--- src/rtl/potbank_pkg.sv ---
`timescale 1ns/1ps
package potbank_pkg;
  typedef enum logic [3:0] {
    OP_RD_WCR  = 4'd0,
    OP_WR_WCR  = 4'd1,
    OP_RD_DR   = 4'd2,
    OP_WR_DR   = 4'd3,
    OP_LD_WCR  = 4'd4,
    OP_ST_DR   = 4'd5,
    OP_LD_ALL  = 4'd6,
    OP_ST_ALL  = 4'd7,
    OP_RD_STAT = 4'd8
  } op_e;
endpackage

--- src/rtl/potbank_decode.sv ---
`timescale 1ns/1ps
module potbank_decode
  import potbank_pkg::*;
(
  input  logic       cmd_valid,
  input  logic [3:0] cmd_op,
  input  logic       wp_n,
  input  logic       busy,
  output logic       dr_go,
  output logic       reject_set
);
  logic dr_req;
  always_comb begin
    dr_req     = cmd_valid && (cmd_op == OP_WR_DR || cmd_op == OP_ST_DR || cmd_op == OP_ST_ALL);
    dr_go      = dr_req && wp_n && !busy;
    reject_set = dr_req && wp_n && busy;
  end
endmodule

--- src/rtl/potbank_busy.sv ---
`timescale 1ns/1ps
module potbank_busy #(
  parameter int BUSY_CYC = 20,
  localparam int CNT_W = (BUSY_CYC > 1) ? $clog2(BUSY_CYC) : 1
) (
  input  logic clk,
  input  logic rst,
  input  logic start,
  input  logic reject_set,
  output logic wip,
  output logic rejected
);
  logic [CNT_W-1:0] cnt;
  always_ff @(posedge clk) begin
    if (rst) begin
      wip      <= 1'b0;
      cnt      <= '0;
      rejected <= 1'b0;
    end else begin
      if (reject_set) rejected <= 1'b1;
      if (start) begin
        wip <= 1'b1;
        cnt <= CNT_W'(BUSY_CYC - 1);
      end else if (wip) begin
        if (cnt == '0) wip <= 1'b0;
        else           cnt <= cnt - 1'b1;
      end
    end
  end
endmodule

--- src/rtl/potbank_regs.sv ---
`timescale 1ns/1ps
module potbank_regs
  import potbank_pkg::*;
#(
  parameter int NUM_POT = 4,
  parameter int NUM_DR  = 4,
  parameter int DATA_W  = 8,
  parameter int DR_SEED = 64,
  localparam int POT_W = $clog2(NUM_POT),
  localparam int SEL_W = $clog2(NUM_DR),
  localparam int DEPTH = NUM_POT * NUM_DR,
  localparam int IDX_W = $clog2(DEPTH)
) (
  input  logic                      clk,
  input  logic                      rst,
  input  logic                      cmd_valid,
  input  logic [3:0]                cmd_op,
  input  logic [POT_W-1:0]          cmd_pot,
  input  logic [SEL_W-1:0]          cmd_sel,
  input  logic [DATA_W-1:0]         cmd_data,
  input  logic                      dr_go,
  input  logic                      wip,
  output logic                      rd_valid,
  output logic [DATA_W-1:0]         rd_data,
  output logic [NUM_POT*DATA_W-1:0] wiper
);
  logic [DATA_W-1:0] dr_mem [DEPTH];
  logic [DATA_W-1:0] wcr    [NUM_POT];
  logic [IDX_W-1:0]  sel_idx;

  assign sel_idx = IDX_W'(int'(cmd_pot) * NUM_DR + int'(cmd_sel));

  // Preset storage: keeps its value across rst, seeded at configuration.
  initial begin
    for (int i = 0; i < DEPTH; i++) dr_mem[i] = DATA_W'(DR_SEED + 3 * i);
  end

  always_ff @(posedge clk) begin
    if (dr_go) begin
      case (cmd_op)
        OP_WR_DR: dr_mem[sel_idx] <= cmd_data;
        OP_ST_DR: dr_mem[sel_idx] <= wcr[cmd_pot];
        OP_ST_ALL:
          for (int p = 0; p < NUM_POT; p++)
            dr_mem[p * NUM_DR + int'(cmd_sel)] <= wcr[p];
        default: ;
      endcase
    end
  end

  for (genvar p = 0; p < NUM_POT; p++) begin : g_pot
    always_ff @(posedge clk) begin
      if (rst) begin
        wcr[p] <= dr_mem[p * NUM_DR];
      end else if (cmd_valid) begin
        if (cmd_op == OP_LD_ALL)
          wcr[p] <= dr_mem[p * NUM_DR + int'(cmd_sel)];
        else if (int'(cmd_pot) == p) begin
          if (cmd_op == OP_WR_WCR)      wcr[p] <= cmd_data;
          else if (cmd_op == OP_LD_WCR) wcr[p] <= dr_mem[sel_idx];
        end
      end
    end
    assign wiper[p*DATA_W +: DATA_W] = wcr[p];
  end

  always_ff @(posedge clk) begin
    if (rst) begin
      rd_valid <= 1'b0;
      rd_data  <= '0;
    end else begin
      rd_valid <= 1'b0;
      if (cmd_valid) begin
        case (cmd_op)
          OP_RD_WCR: begin rd_valid <= 1'b1; rd_data <= wcr[cmd_pot]; end
          OP_RD_DR:  begin rd_valid <= 1'b1; rd_data <= dr_mem[sel_idx]; end
          OP_RD_STAT: begin rd_valid <= 1'b1; rd_data <= DATA_W'(wip); end
          default: ;
        endcase
      end
    end
  end
endmodule

--- src/rtl/potbank_core.sv ---
`timescale 1ns/1ps
module potbank_core #(
  parameter int NUM_POT  = 4,
  parameter int NUM_DR   = 4,
  parameter int DATA_W   = 8,
  parameter int BUSY_CYC = 20,
  parameter int DR_SEED  = 64,
  localparam int POT_W = $clog2(NUM_POT),
  localparam int SEL_W = $clog2(NUM_DR)
) (
  input  logic                      clk,
  input  logic                      rst,
  input  logic                      cmd_valid,
  input  logic [3:0]                cmd_op,
  input  logic [POT_W-1:0]          cmd_pot,
  input  logic [SEL_W-1:0]          cmd_sel,
  input  logic [DATA_W-1:0]         cmd_data,
  input  logic                      wp_n,
  output logic                      rd_valid,
  output logic [DATA_W-1:0]         rd_data,
  output logic [NUM_POT*DATA_W-1:0] wiper,
  output logic                      wip,
  output logic                      rejected
);
  logic dr_go, reject_set;

  potbank_decode u_decode (
    .cmd_valid(cmd_valid), .cmd_op(cmd_op), .wp_n(wp_n), .busy(wip),
    .dr_go(dr_go), .reject_set(reject_set)
  );

  potbank_busy #(.BUSY_CYC(BUSY_CYC)) u_busy (
    .clk(clk), .rst(rst), .start(dr_go), .reject_set(reject_set),
    .wip(wip), .rejected(rejected)
  );

  potbank_regs #(
    .NUM_POT(NUM_POT), .NUM_DR(NUM_DR), .DATA_W(DATA_W), .DR_SEED(DR_SEED)
  ) u_regs (
    .clk(clk), .rst(rst), .cmd_valid(cmd_valid), .cmd_op(cmd_op),
    .cmd_pot(cmd_pot), .cmd_sel(cmd_sel), .cmd_data(cmd_data),
    .dr_go(dr_go), .wip(wip), .rd_valid(rd_valid), .rd_data(rd_data),
    .wiper(wiper)
  );
endmodule

--- config.mk ---
export PLATFORM = sky130hd
export DESIGN_NAME = potbank_core
export DESIGN_NICKNAME = d
export VERILOG_FILES = /design/src/rtl/potbank_pkg.sv /design/src/rtl/potbank_decode.sv /design/src/rtl/potbank_busy.sv /design/src/rtl/potbank_regs.sv /design/src/rtl/potbank_core.sv
export SDC_FILE = /design/constraint.sdc
export NUM_CORES = 1
export LEC_CHECK = 0
export BUFFER_PORTS_ARGS = -buffer_cell sky130_fd_sc_hd__buf_2
export CAP_MARGIN = 20
export CORE_ASPECT_RATIO = 1.1
export CORE_MARGIN = 4
export CORE_UTILIZATION = 45
export DETAILED_ROUTE_END_ITERATION = 8
export PLACE_DENSITY = 0.68
export SYNTH_ARGS = -nofsm -noshare
export SYNTH_HDL_FRONTEND = slang
export SYNTH_SLANG_ARGS = --single-unit
--- constraint.sdc ---
create_clock -name clk -period 2.5 [get_ports clk]
set_input_delay 0.125 -clock clk [delete_from_list [all_inputs] [get_ports clk]]
set_output_delay 0.125 -clock clk [all_outputs]
set_load 0.005 [all_outputs]
# [After elaboration in Yosys (flattened, before gate mapping)]
# Memory sizes are Yosys's and may differ from the RTL's.
# Index checks and enable logic that the tools add are counted.
[word_totals] reg_bits=16 mem_bits_rw=160 inputBits=20 output_inout_bits=43 elab_cells=141 memories=2
[mem_list] name="u_regs.dr_mem" words=16 word_bits=8 read_ports=9 rd_clocked_by_memory_dff=0 write_ports=4 line_no="potbank_regs.sv:27" rtl="logic [DATA_W-1:0] dr_mem [DEPTH];"
[mem_list] name="u_regs.wcr" words=4 word_bits=8 read_ports=5 rd_clocked_by_memory_dff=0 write_ports=4 line_no="potbank_regs.sv:28" rtl="logic [DATA_W-1:0] wcr [NUM_POT];"
[op_classes] n_addsub=5 n_eq_ne=12 muxes=82 n_bitwise=15 reduce_logical=19
[ops] cell="2-to-1 mux 8 bit" n=14
[ops] cell="2-to-1 mux 1 bit" n=63
[ops] cell="one-hot mux 8 bit (3 select lines)" n=1
[ops] cell="== test 4 x 3 -> 1 bit, second input constant" n=4
[ops] cell="2-to-1 mux 5 bit" n=3
[ops] cell="bitwise OR 1 bit" n=13
[ops] cell="adder 4 x 2 -> 4 bit, first input constant" n=2
[ops] cell="== test 4 x 2 -> 1 bit, second input constant" n=2
[ops] cell="OR reduction 8 bit" n=1
[ops] cell="AND reduction 2 bit" n=3
[ops] cell="logical NOT 5 bit" n=1
[ops] cell="subtractor 5 x 1 -> 5 bit, second input constant" n=1
[ops] cell="adder 3 x 2 -> 4 bit, first input constant" n=1
[ops] cell="adder 4 x 2 -> 4 bit" n=1
[ops] cell="== test 2 bit, second input constant" n=2
[ops] cell="== test 4 x 1 -> 1 bit, second input constant" n=1
[ops] cell="== test 4 bit, second input constant" n=1
[ops] cell="logical AND 1 bit" n=4
[ops] cell="logical NOT 4 bit" n=1
[ops] cell="2-to-1 mux 4 bit" n=1
[ops] cell="OR reduction 2 bit" n=2
[ops] cell="nonzero test 3 bit" n=1
[ops] cell="OR reduction 3 bit" n=1
[ops] cell="== test 2 x 1 -> 1 bit, second input constant" n=1
[ops] cell="6 further kinds" n=8

# [Longest topological paths before layout]
# Gate-level depths: netlist of run 1.
[logic_depth] depth_word=10 ltp_mapped=8 mapped_depth_nobuf=7

# [By module]
# A second synthesis of run 1 with hierarchy kept.
[hier_totals] hier_cells=756 hier_area_um2=9806.9
[by_module_without_submodules] mod="potbank_regs" instances=1 cells_each=713 area_each_um2=9435.3
[by_module_without_submodules] mod="potbank_busy" instances=1 cells_each=39 area_each_um2=321.6
[by_module_without_submodules] mod="potbank_decode" instances=1 cells_each=4 area_each_um2=50.0

# [Worst setup path after synthesis of run 1]
# OpenSTA, ideal clock, no wires.
[synth_timing] path_kind="input to register" from="input cmd_pot[0]" to="memory u_regs.dr_mem[7][0], enable pin" setup_time_ns=0.383 arrival_time_ns=1.649 slack_ns=0.468 path_stages=5 path_cell_list="buf_4 buf_1 nor2b_1 nor2_1 nor3_1"
[synth_lines] element="from (decl)" line_no="potbank_core.sv:15" rtl="input logic [POT_W-1:0] cmd_pot,"
[synth_lines] element="to (decl)" line_no="potbank_regs.sv:27"

==> impl_metrics.yaml, run 1 <==
status:
  outcome: "finished, final reports clean"
routing:
  ant_nets: 0
  drt-total-wl_mm: 32.34
  first_pass_iters: 6
  drcViolationCount: 0
  vias: 7367
  drt-initial-drc-count: 919
  wl_per_cell_um: 29.78
  via_per_inst: 6.784
cts:
  cts_tree: "done"
  insertion_delay_ns: 0.43
  root_buffer: "clkbuf_16"
  clock-sinks: 176
  h-tree-depth: 4
  holdBufCountCts: 0
  cts_resized: 0
  cts_inserted_buffers: 17
  cts_max_path_buffers: 2
  postCtsSetupBuffers: 0
  clk_pin_slew_worst_paths_ns: 0.07
sta:
  slew-limit-headroom: 0.5797
  slew_violations: 0
  timing.fmax_ghz: 0.4091
  clock_skew_ns: 0.01116
  setup_tns_ns: 0
  min_period_over_period: 0.9777
  rsz0062_at_grt: "false"
  finalHoldViolCount: 0
  setup_violations: 0
  setup_ws_ns: 0.05580
  fin_crit_ns: 2.444
  tightest_slew_ns: 0.6305
synthesis:
  synth_cells: 718
  ys_top_cells_by_area: "edfxtp_1 51%, mux4_2 12%, a21o_1 8.1%"
  syn-mean-instance-area_um2: 13.08
  yosysWarnings: 0
  synth_fp_nets: 740
  synth-edff-count: 160
  synth_top_area_share: 0.5117
  synth_ff_type: "edfxtp_1"
  synth-seq-area-share: 0.5458
  syn_area_mm2: 0.009389
  synthArstFlopShare: 0
  ys_seq_elements: 176
  synth.largest_area_cell: "edfxtp_1"
  synthDistinctLibCells: 61
placement:
  io_buffer_count: 62
  dp_slack_ns: 0.05957
  hpwl_mm: 24.22
  gp_congestion: 1.035
layout:
  fin_nets: 840
  diodes: 0
  drive_gt1_frac: 0.2807
  syn_to_final_growth_pct: 16.72
  final_common_cell: "edfxtp_1"
  final_cell_mix: "160 x edfxtp_1, 101 x a21o_1, 80 x nor2_1"
global_route:
  grt_use_total: 0.2762
  grt_max_degree: 33
  overflow: 0
  grt_pass1_wl_mm: 46.89
  antenna_found_initial: 1
  grt_pass1_vias: 7154
die:
  io_pins: 63
  die_w_um: 145.7
  initial_core_util: 0.4563
  die_y_um: 159.5
  dieArea_mm2: 0.02324
  coreArea_mm2: 0.02058
  row_count: 55
worst_setup_path:
  cp_cell_sequence: "mux4_2 -> mux2_2 -> mux2i_1 -> buf_4 -> nor2_1 -> a21o_1"
  critPathKind: "reg2reg"
  max_stage_delay_ns: 0.55
  critical_path.startpoint_type: "flop"
  path_max_fanout: 6
  critPathArrivalTime_ns: 2.64
  end_kind: "flop"
  crit_required_ns: 2.70
  slowest_stage: "edfxtp_1"
power:
  peakVddDrop_v: 0.0003879
  clock_power_share: 0.404
  swShare: 0.2436
  power_mw: 6.620
  combPwrFrac: 0.098
  seq_power_share: 0.498
  intPower_mw: 5.007
  pwr_density_cell_mw_per_mm2: 604.0
  total_leakage_power_nw: 4.306
  p_switching_mw: 1.612
worst_hold_path:
  hold_class: "in2reg"
flow_run:
  maxCapViolations: 0
[per-layer routing]
layer,up-vias,part of all wire,global-route usage
li1,3046,-,-
met1,3619,0.36,0.3468
met2,572,0.46,0.4411
met3,130,0.11,0.06576
met4,0,0.069,0.1541
met5,-,0,0.004167
[layout make-up]
cell class	count	area [um2]
sequential	176	5125
tap	256	320.3
clock inverter	13	150.1
inverter	20	75.07
clock buffer	18	429.2
timing repair buffer	128	893.4
multi-input combinational	475	3966
fill	1714	9617
[kinds of logic after synthesis]
group                    synth area share
AO/OA/AOI/OAI                      0.1579
AND/OR/NAND/NOR                   0.08569
buffers and inverters             0.03238
multiplexers                       0.1699
XOR/XNOR                         0.005597
flip-flops                         0.5458
adder cells (fa/ha/maj)          0.002665
[critical path: cells and delay by family (launching register included)]
family	cells	cell delay, ns
multiplexers	3	1.19
flip-flops	1	0.55
buffers and inverters	1	0.22
AO/OA/AOI/OAI	1	0.16
AND/OR/NAND/NOR	1	0.08
[Yosys cell counts (all sizes together) (4+ instances only)]
library cell and instances:
mux2i 30, o21ai 20, inv 20, nor4 4, a311oi 7, nor2b 4
xnor2 4, a221o 7, a222oi 7, clkbuf 15, buf 32, a22oi 13
edfxtp 160, nor2 82, mux4 51, nand3 4, nand2b 6, a21oi 22
dfxtp 16, mux2 13, nor3 17, nand2 35, a21o 101, o22ai 6
[worst paths after layout]
kind                            slack (ns)  cells past startpoint                              to                          from
worst max register to register        0.06                      6  u_regs.dr_mem[11][6]$_DFFE_PP_    u_regs.wcr[2][6]$_DFFE_PP_
worst min register to register        0.47                      2    u_busy.rejected$_SDFFE_PP0P_  u_busy.rejected$_SDFFE_PP0P_
worst max-delay path                  0.06                      6  u_regs.dr_mem[11][6]$_DFFE_PP_    u_regs.wcr[2][6]$_DFFE_PP_
worst min-delay path                   0.1                      3      u_regs.wcr[0][0]$_DFFE_PP_                   cmd_data[0]
[power by group through the flow]
| stage | clock network (mW) | registers, mW | logic [mW] |
|---|---|---|---|
| finish | 2.67 | 3.30 | 0.648 |
| floorplan | 0 | 3.34 | 0.390 |
| CTS | 2.68 | 3.30 | 0.637 |
| detailed placement | 0 | 3.36 | 0.634 |
| global route | 2.82 | 3.30 | 0.688 |
| global placement | 0 | 3.36 | 0.623 |
[metrics by stage]
stage,util,area (um2),cells,hold slack [ns]
2_1_floorplan,-,9389,718,0.3194
3_3_place_gp,0.5045,10380,1055,0.4474
3_5_place_dp,0.5045,10380,1055,0.4582
4_1_cts,0.5326,10960,1086,0.07842
5_1_grt,0.5326,10960,1086,0.1051
6_report,0.5326,10960,1086,0.09681
[flip-flops by register name, summed over array words and instances, names as in the netlist]
signal	cells
u_busy.cnt	5
u_busy.rejected	1
u_busy.wip	1
u_regs.dr_mem	128
u_regs.rd_data	8
u_regs.rd_valid	1
u_regs.wcr	32
Note: power is estimated with default switching activity, not from simulation.
==> run 2: changes to the inputs <==
Settings changed: ABC_AREA from default to 1, GPL_TIMING_DRIVEN from default to 0.
==> impl_metrics.yaml, run 2 <==
cts:
  root_buffer: "clkbuf_16"
  holdBufCountCts: 1
  postCtsSetupBuffers: 0
  insertion_delay_ns: 0.44
  cts_inserted_buffers: 17
  clock-sinks: 176
  cts_max_path_buffers: 2
  cts_tree: "done"
  clk_pin_slew_worst_paths_ns: 0.07
  h-tree-depth: 4
  cts_resized: 0
synthesis:
  synth_fp_nets: 1266
  yosysMostFrequentCell: "nand2_1"
  synthDistinctLibCells: 32
  yosysWarnings: 0
  ys_top_cells_by_area: "edfxtp_1 50%, nand2_1 26%, nand3_1 4.7%"
  synth_top_area_share: 0.4956
  synth-seq-area-share: 0.5287
  synthTopCellsByCount: "661 x nand2_1, 160 x edfxtp_1, 91 x nand3_1, 71 x o21ai_0, 53 x inv_1"
  syn_area_mm2: 0.009694
  synthArstFlopShare: 0
  synth-edff-count: 160
  synth_cells: 1244
  ys_seq_elements: 176
  synth_ff_type: "edfxtp_1"
  syn-mean-instance-area_um2: 7.793
  synth.largest_area_cell: "edfxtp_1"
die:
  initial_core_util: 0.4566
  coreArea_mm2: 0.02123
  row_count: 56
  die_y_um: 161.9
  die_w_um: 147.9
  io_pins: 63
  dieArea_mm2: 0.02396
worst_setup_path:
  critPathArrivalTime_ns: 2.49
  critPathKind: "in2reg"
  critical_path.startpoint_type: "input pin"
  end_kind: "flop"
  path_max_fanout: 10
  crit_required_ns: 2.67
routing:
  vias: 9282
  drcViolationCount: 0
  first_pass_iters: 8
  via_per_inst: 5.701
  wl_per_cell_um: 22.07
  ant_nets: 0
  drt-initial-drc-count: 1260
  drt-total-wl_mm: 35.93
layout:
  stdcell_count: 1628
  multi_input_area_mm2: 0.004124
  diodes: 0
  nFillCells: 2108
  largest_reg_flops: 128
  final_cell_mix: "661 x nand2_1, 160 x edfxtp_1, 91 x nand3_1"
  largestRegisters: "u_regs.dr_mem (128), u_regs.wcr (32), u_regs.rd_data (8)"
  fin_nets: 1347
  drive_gt1_frac: 0.09791
  register_area_mm2: 0.005125
  utilization: 0.5156
  final_common_cell: "nand2_1"
  regMostFlops: "u_regs.dr_mem"
  syn_to_final_growth_pct: 12.91
  design_area_mm2: 0.01095
sta:
  min_period_over_period: 0.9281
  tightest_slew_ns: 0.8455
  slew_violations: 0
  setup_tns_ns: 0
  slew-limit-headroom: 0.4342
  clock_skew_ns: 0.007710
  setup_ws_ns: 0.1797
  finalHoldViolCount: 0
  timing.fmax_ghz: 0.4310
  rsz0062_at_grt: "false"
  fin_crit_ns: 2.320
  setup_violations: 0
power:
  clock_power_share: 0.402
  peakVddDrop_v: 0.0004530
  intPower_mw: 4.865
  p_switching_mw: 1.695
  seq_power_share: 0.503
  swShare: 0.2584
  total_leakage_power_nw: 4.846
  combPwrFrac: 0.096
  pwr_density_cell_mw_per_mm2: 599.4
global_route:
  use_met3: 0.06920
  grt_pass1_vias: 8772
  grt_max_degree: 17
  grt_use_total: 0.3031
  use_met2: 0.4953
  antenna_found_initial: 1
  grt_pass1_wl_mm: 53.10
  globalRouteMet1Util: 0.3924
  top_usage_layer: "met2"
  overflow: 0
placement:
  hpwl_mm: 28.22
  dp_cells: 1594
  io_buffer_count: 60
  place_area_mm2: 0.01036
  dp_slack_ns: 0.02388
  gp_congestion: 1.060
flow_run:
  maxCapViolations: 0
status:
  outcome: "finished, final reports clean"
worst_hold_path:
  hold_class: "in2reg"
## run 2: changes by cell type in the layout (fill, tap and decap cells not counted), moves of 29 or more
| cell | before | now |
|---|---|---|
| inv_1 | 19 | 53 |
| nand2_1 | 34 | 661 |
| o21ai_0 | 20 | 71 |
| mux4_2 | 51 | 0 |
| nand3_1 | 4 | 91 |
| nor2_1 | 80 | 51 |
| buf_4 | 59 | 0 |
| mux2i_1 | 30 | 0 |
| a21o_1 | 101 | 0 |
## run 2: cells by family (layout without fill, tap and decap cells)
group / Yosys count / count (layout) / share of synthesized area
DFF: 176 / 176 / 0.5287
adders and majority gates: 2 / 2 / 0.002581
buffers and inverters: 107 / 201 / 0.04595
AOI/OAI and AO/OA: 115 / 115 / 0.06557
and+or+nand+nor: 844 / 844 / 0.3573
## run 2: metrics by stage
stage	total power, mW	hold slack (ns)
CTS	6.529	0.1097
detailed placement	3.957	0.3920
global route	6.718	0.1429
global placement	3.952	0.3905
floorplan	3.669	0.1941
finish	6.561	0.1277
## run 2: final timing paths
check                                             startpoint                            end  slack (ns)  cells past startpoint
worst max-delay path                                     rst     u_regs.wcr[1][3]$_DFFE_PP_        0.18                      9
worst min-delay path                             cmd_data[1]     u_regs.wcr[0][1]$_DFFE_PP_        0.13                      3
worst min register to register  u_busy.rejected$_SDFFE_PP0P_   u_busy.rejected$_SDFFE_PP0P_        0.47                      1
worst max register to register    u_regs.wcr[1][2]$_DFFE_PP_  u_regs.dr_mem[4][2]$_DFFE_PP_        0.22                      8
## run 2: layout make-up
class | count | area share
Multi-Input combinational cell | 961 | 0.3768
Sequential cell | 176 | 0.4682
Clock buffer | 19 | 0.03955
Timing Repair Buffer | 62 | 0.02904
Inverter | 61 | 0.02115
Tap cell | 290 | 0.03315
Clock inverter | 13 | 0.01257
Buffer | 46 | 0.01955
## run 2: critical path, cell delays in order
cell	delay, ns
dlygate4sd3_1	0.54
buf_2	0.17
nor2_1	0.21
nand4_1	0.54
clkbuf_1	0.46
nand2_1	0.13
nand3_1	0.08
o211ai_1	0.09
o21ai_0	0.14
## run 2: power groups by stage
| stage | sequential, mW | combinational, mW | clock (mW) |
|---|---|---|---|
| floorplan | 3.33 | 0.336 | 0 |
| global placement | 3.36 | 0.590 | 0 |
| detailed placement | 3.36 | 0.596 | 0 |
| CTS | 3.30 | 0.600 | 2.63 |
| global route | 3.30 | 0.672 | 2.75 |
| finish | 3.30 | 0.627 | 2.64 |
## run 2: layer usage
metal | wire [um] | part of all wire
met1 | 13700 | 0.38
met2 | 16800 | 0.47
met3 | 3812 | 0.11
met4 | 1613 | 0.045
met5 | 13 | 0.00036
==> run 3: changes to the inputs <==
Settings changed: CORE_UTILIZATION 45 to 60, PLACE_DENSITY 0.68 to 0.85.
==> impl_metrics.yaml, run 3 (synthesized netlist as in run 2, its figures left out) <==
status:
  outcome: "finished, final reports clean"
worst_setup_path:
  path_depth: 9
  critical_path.startpoint_type: "input pin"
  end_kind: "flop"
  max_stage_delay_ns: 0.54
  cp_cell_sequence: "dlygate4sd3_1 -> buf_2 -> nor2_1 -> inv_1 -> nor2_1 -> buf_2 -> o21ai_0 -> a22oi_1 -> nand2_1"
  critPathArrivalTime_ns: 2.51
  crit_required_ns: 2.69
  crit_family: "buffers and inverters"
  cp_num_buf_inv: 4
  path_max_fanout: 10
  r2r_setup_slack_ns: 0.32
  critPathKind: "in2reg"
  ff2ff_path_depth: 4
  slowest_stage: "dlygate4sd3_1"
routing:
  drt-initial-drc-count: 1615
  via_per_inst: 6.212
  ant_nets: 0
  first_pass_iters: 6
  drcViolationCount: 0
  wl_per_cell_um: 23.99
  drt-total-wl_mm: 36.97
  vias: 9573
global_route:
  grt_pass1_wl_mm: 52.95
  overflow: 0
  grt_use_total: 0.4043
  grt_pass1_vias: 8830
  antenna_found_initial: 0
  grt_max_degree: 19
cts:
  cts_tree: "done"
  cts_inserted_buffers: 17
  root_buffer: "clkbuf_16"
  clock-sinks: 176
  cts_resized: 0
  h-tree-depth: 4
  clk_pin_slew_worst_paths_ns: 0.07
  insertion_delay_ns: 0.44
  cts_max_path_buffers: 2
die:
  row_count: 48
  coreArea_mm2: 0.01580
  dieArea_mm2: 0.01826
  initial_core_util: 0.6138
  die_w_um: 129.2
  io_pins: 63
  die_y_um: 141.3
sta:
  setup_tns_ns: 0
  finalHoldViolCount: 0
  timing.fmax_ghz: 0.4311
  min_period_over_period: 0.9279
  clock_skew_ns: 0.006976
  setup_ws_ns: 0.1803
  fin_crit_ns: 2.320
  rsz0062_at_grt: "false"
  tightest_slew_ns: 1.072
  slew_violations: 0
  setup_violations: 0
  slew-limit-headroom: 0.2797
power:
  total_leakage_power_nw: 4.888
  seq_power_share: 0.488
  swShare: 0.2725
  peakVddDrop_v: 0.0004510
  intPower_mw: 4.918
  power_mw: 6.761
  clock_power_share: 0.418
  combPwrFrac: 0.094
  pwr_density_cell_mw_per_mm2: 619.9
  p_switching_mw: 1.842
layout:
  regMostFlops: "u_regs.dr_mem"
  diodes: 0
  fin_nets: 1350
  syn_to_final_growth_pct: 12.49
  final_cell_mix: "661 x nand2_1, 160 x edfxtp_1, 91 x nand3_1"
  utilization: 0.6904
  final_common_cell: "nand2_1"
  largestRegisters: "u_regs.dr_mem (128), u_regs.wcr (32), u_regs.rd_data (8)"
  largest_reg_flops: 128
  drive_gt1_frac: 0.1022
  nFillCells: 1287
flow_run:
  maxCapViolations: 0
placement:
  dp_slack_ns: 0.01238
  hpwl_mm: 28.29
  gp_congestion: 1.050
  io_buffer_count: 60
worst_hold_path:
  hold-path-cell-count: 3
  hold_class: "in2reg"
run 3: layer usage:
metal  track usage  share of wire  up-vias
met5             0              0        -
met4        0.2112          0.062        0
met3       0.07455           0.12      163
met2        0.6354           0.45      740
met1        0.5357           0.36     4403
li1              -              -     4267
run 3: timing repair:
action	4_1_cts	5_1_grt
hold buffers	1	0
endpoints found under the hold margin	2	0
setup buffers	0	4
endpoints found under the setup margin	0	11
run 3: final timing paths:
path	startpoint	end
hold reg to reg	u_busy.rejected$_SDFFE_PP0P_	u_busy.rejected$_SDFFE_PP0P_
setup / recovery	rst	u_regs.wcr[3][2]$_DFFE_PP_
setup reg to reg	u_busy.wip$_SDFF_PP0_	u_regs.dr_mem[3][4]$_DFFE_PP_
hold / removal	cmd_data[4]	u_regs.wcr[1][4]$_DFFE_PP_
run 3: cell type report:
class / count / area [um2] / share of cell area
buffer: 46 / 214.0 / 0.01962
clock buffer: 17 / 425.4 / 0.03901
clock inverter: 15 / 195.2 / 0.01790
inverter: 61 / 231.5 / 0.02123
multi-input combinational: 961 / 4124 / 0.3782
sequential: 176 / 5125 / 0.4699
tap: 200 / 250.2 / 0.02295
timing repair buffer: 65 / 340.3 / 0.03121
run 3: power groups by stage:
stage	registers [mW]	clock network [mW]	logic, mW
2_1_floorplan	3.33	0	0.336
3_3_place_gp	3.36	0	0.585
3_5_place_dp	3.36	0	0.595
4_1_cts	3.30	2.78	0.602
5_1_grt	3.30	2.92	0.672
6_report	3.30	2.82	0.635
run 3: per-stage QoR:
stage | area, um2 | std cells | hold slack [ns]
after CTS | 10880 | 1537 | 0.1151
after floorplan | 9694 | 1244 | 0.1941
final | 10910 | 1541 | 0.1303
after detailed placement | 10240 | 1504 | 0.3550
after global routing | 10910 | 1541 | 0.1375
after global placement | 10240 | 1504 | 0.3556
run 3: tightest hold or removal path, cell delays in order:
cell	delay [ns]
buf_2	0.18
nand2_1	0.08
nand3_1	0.08
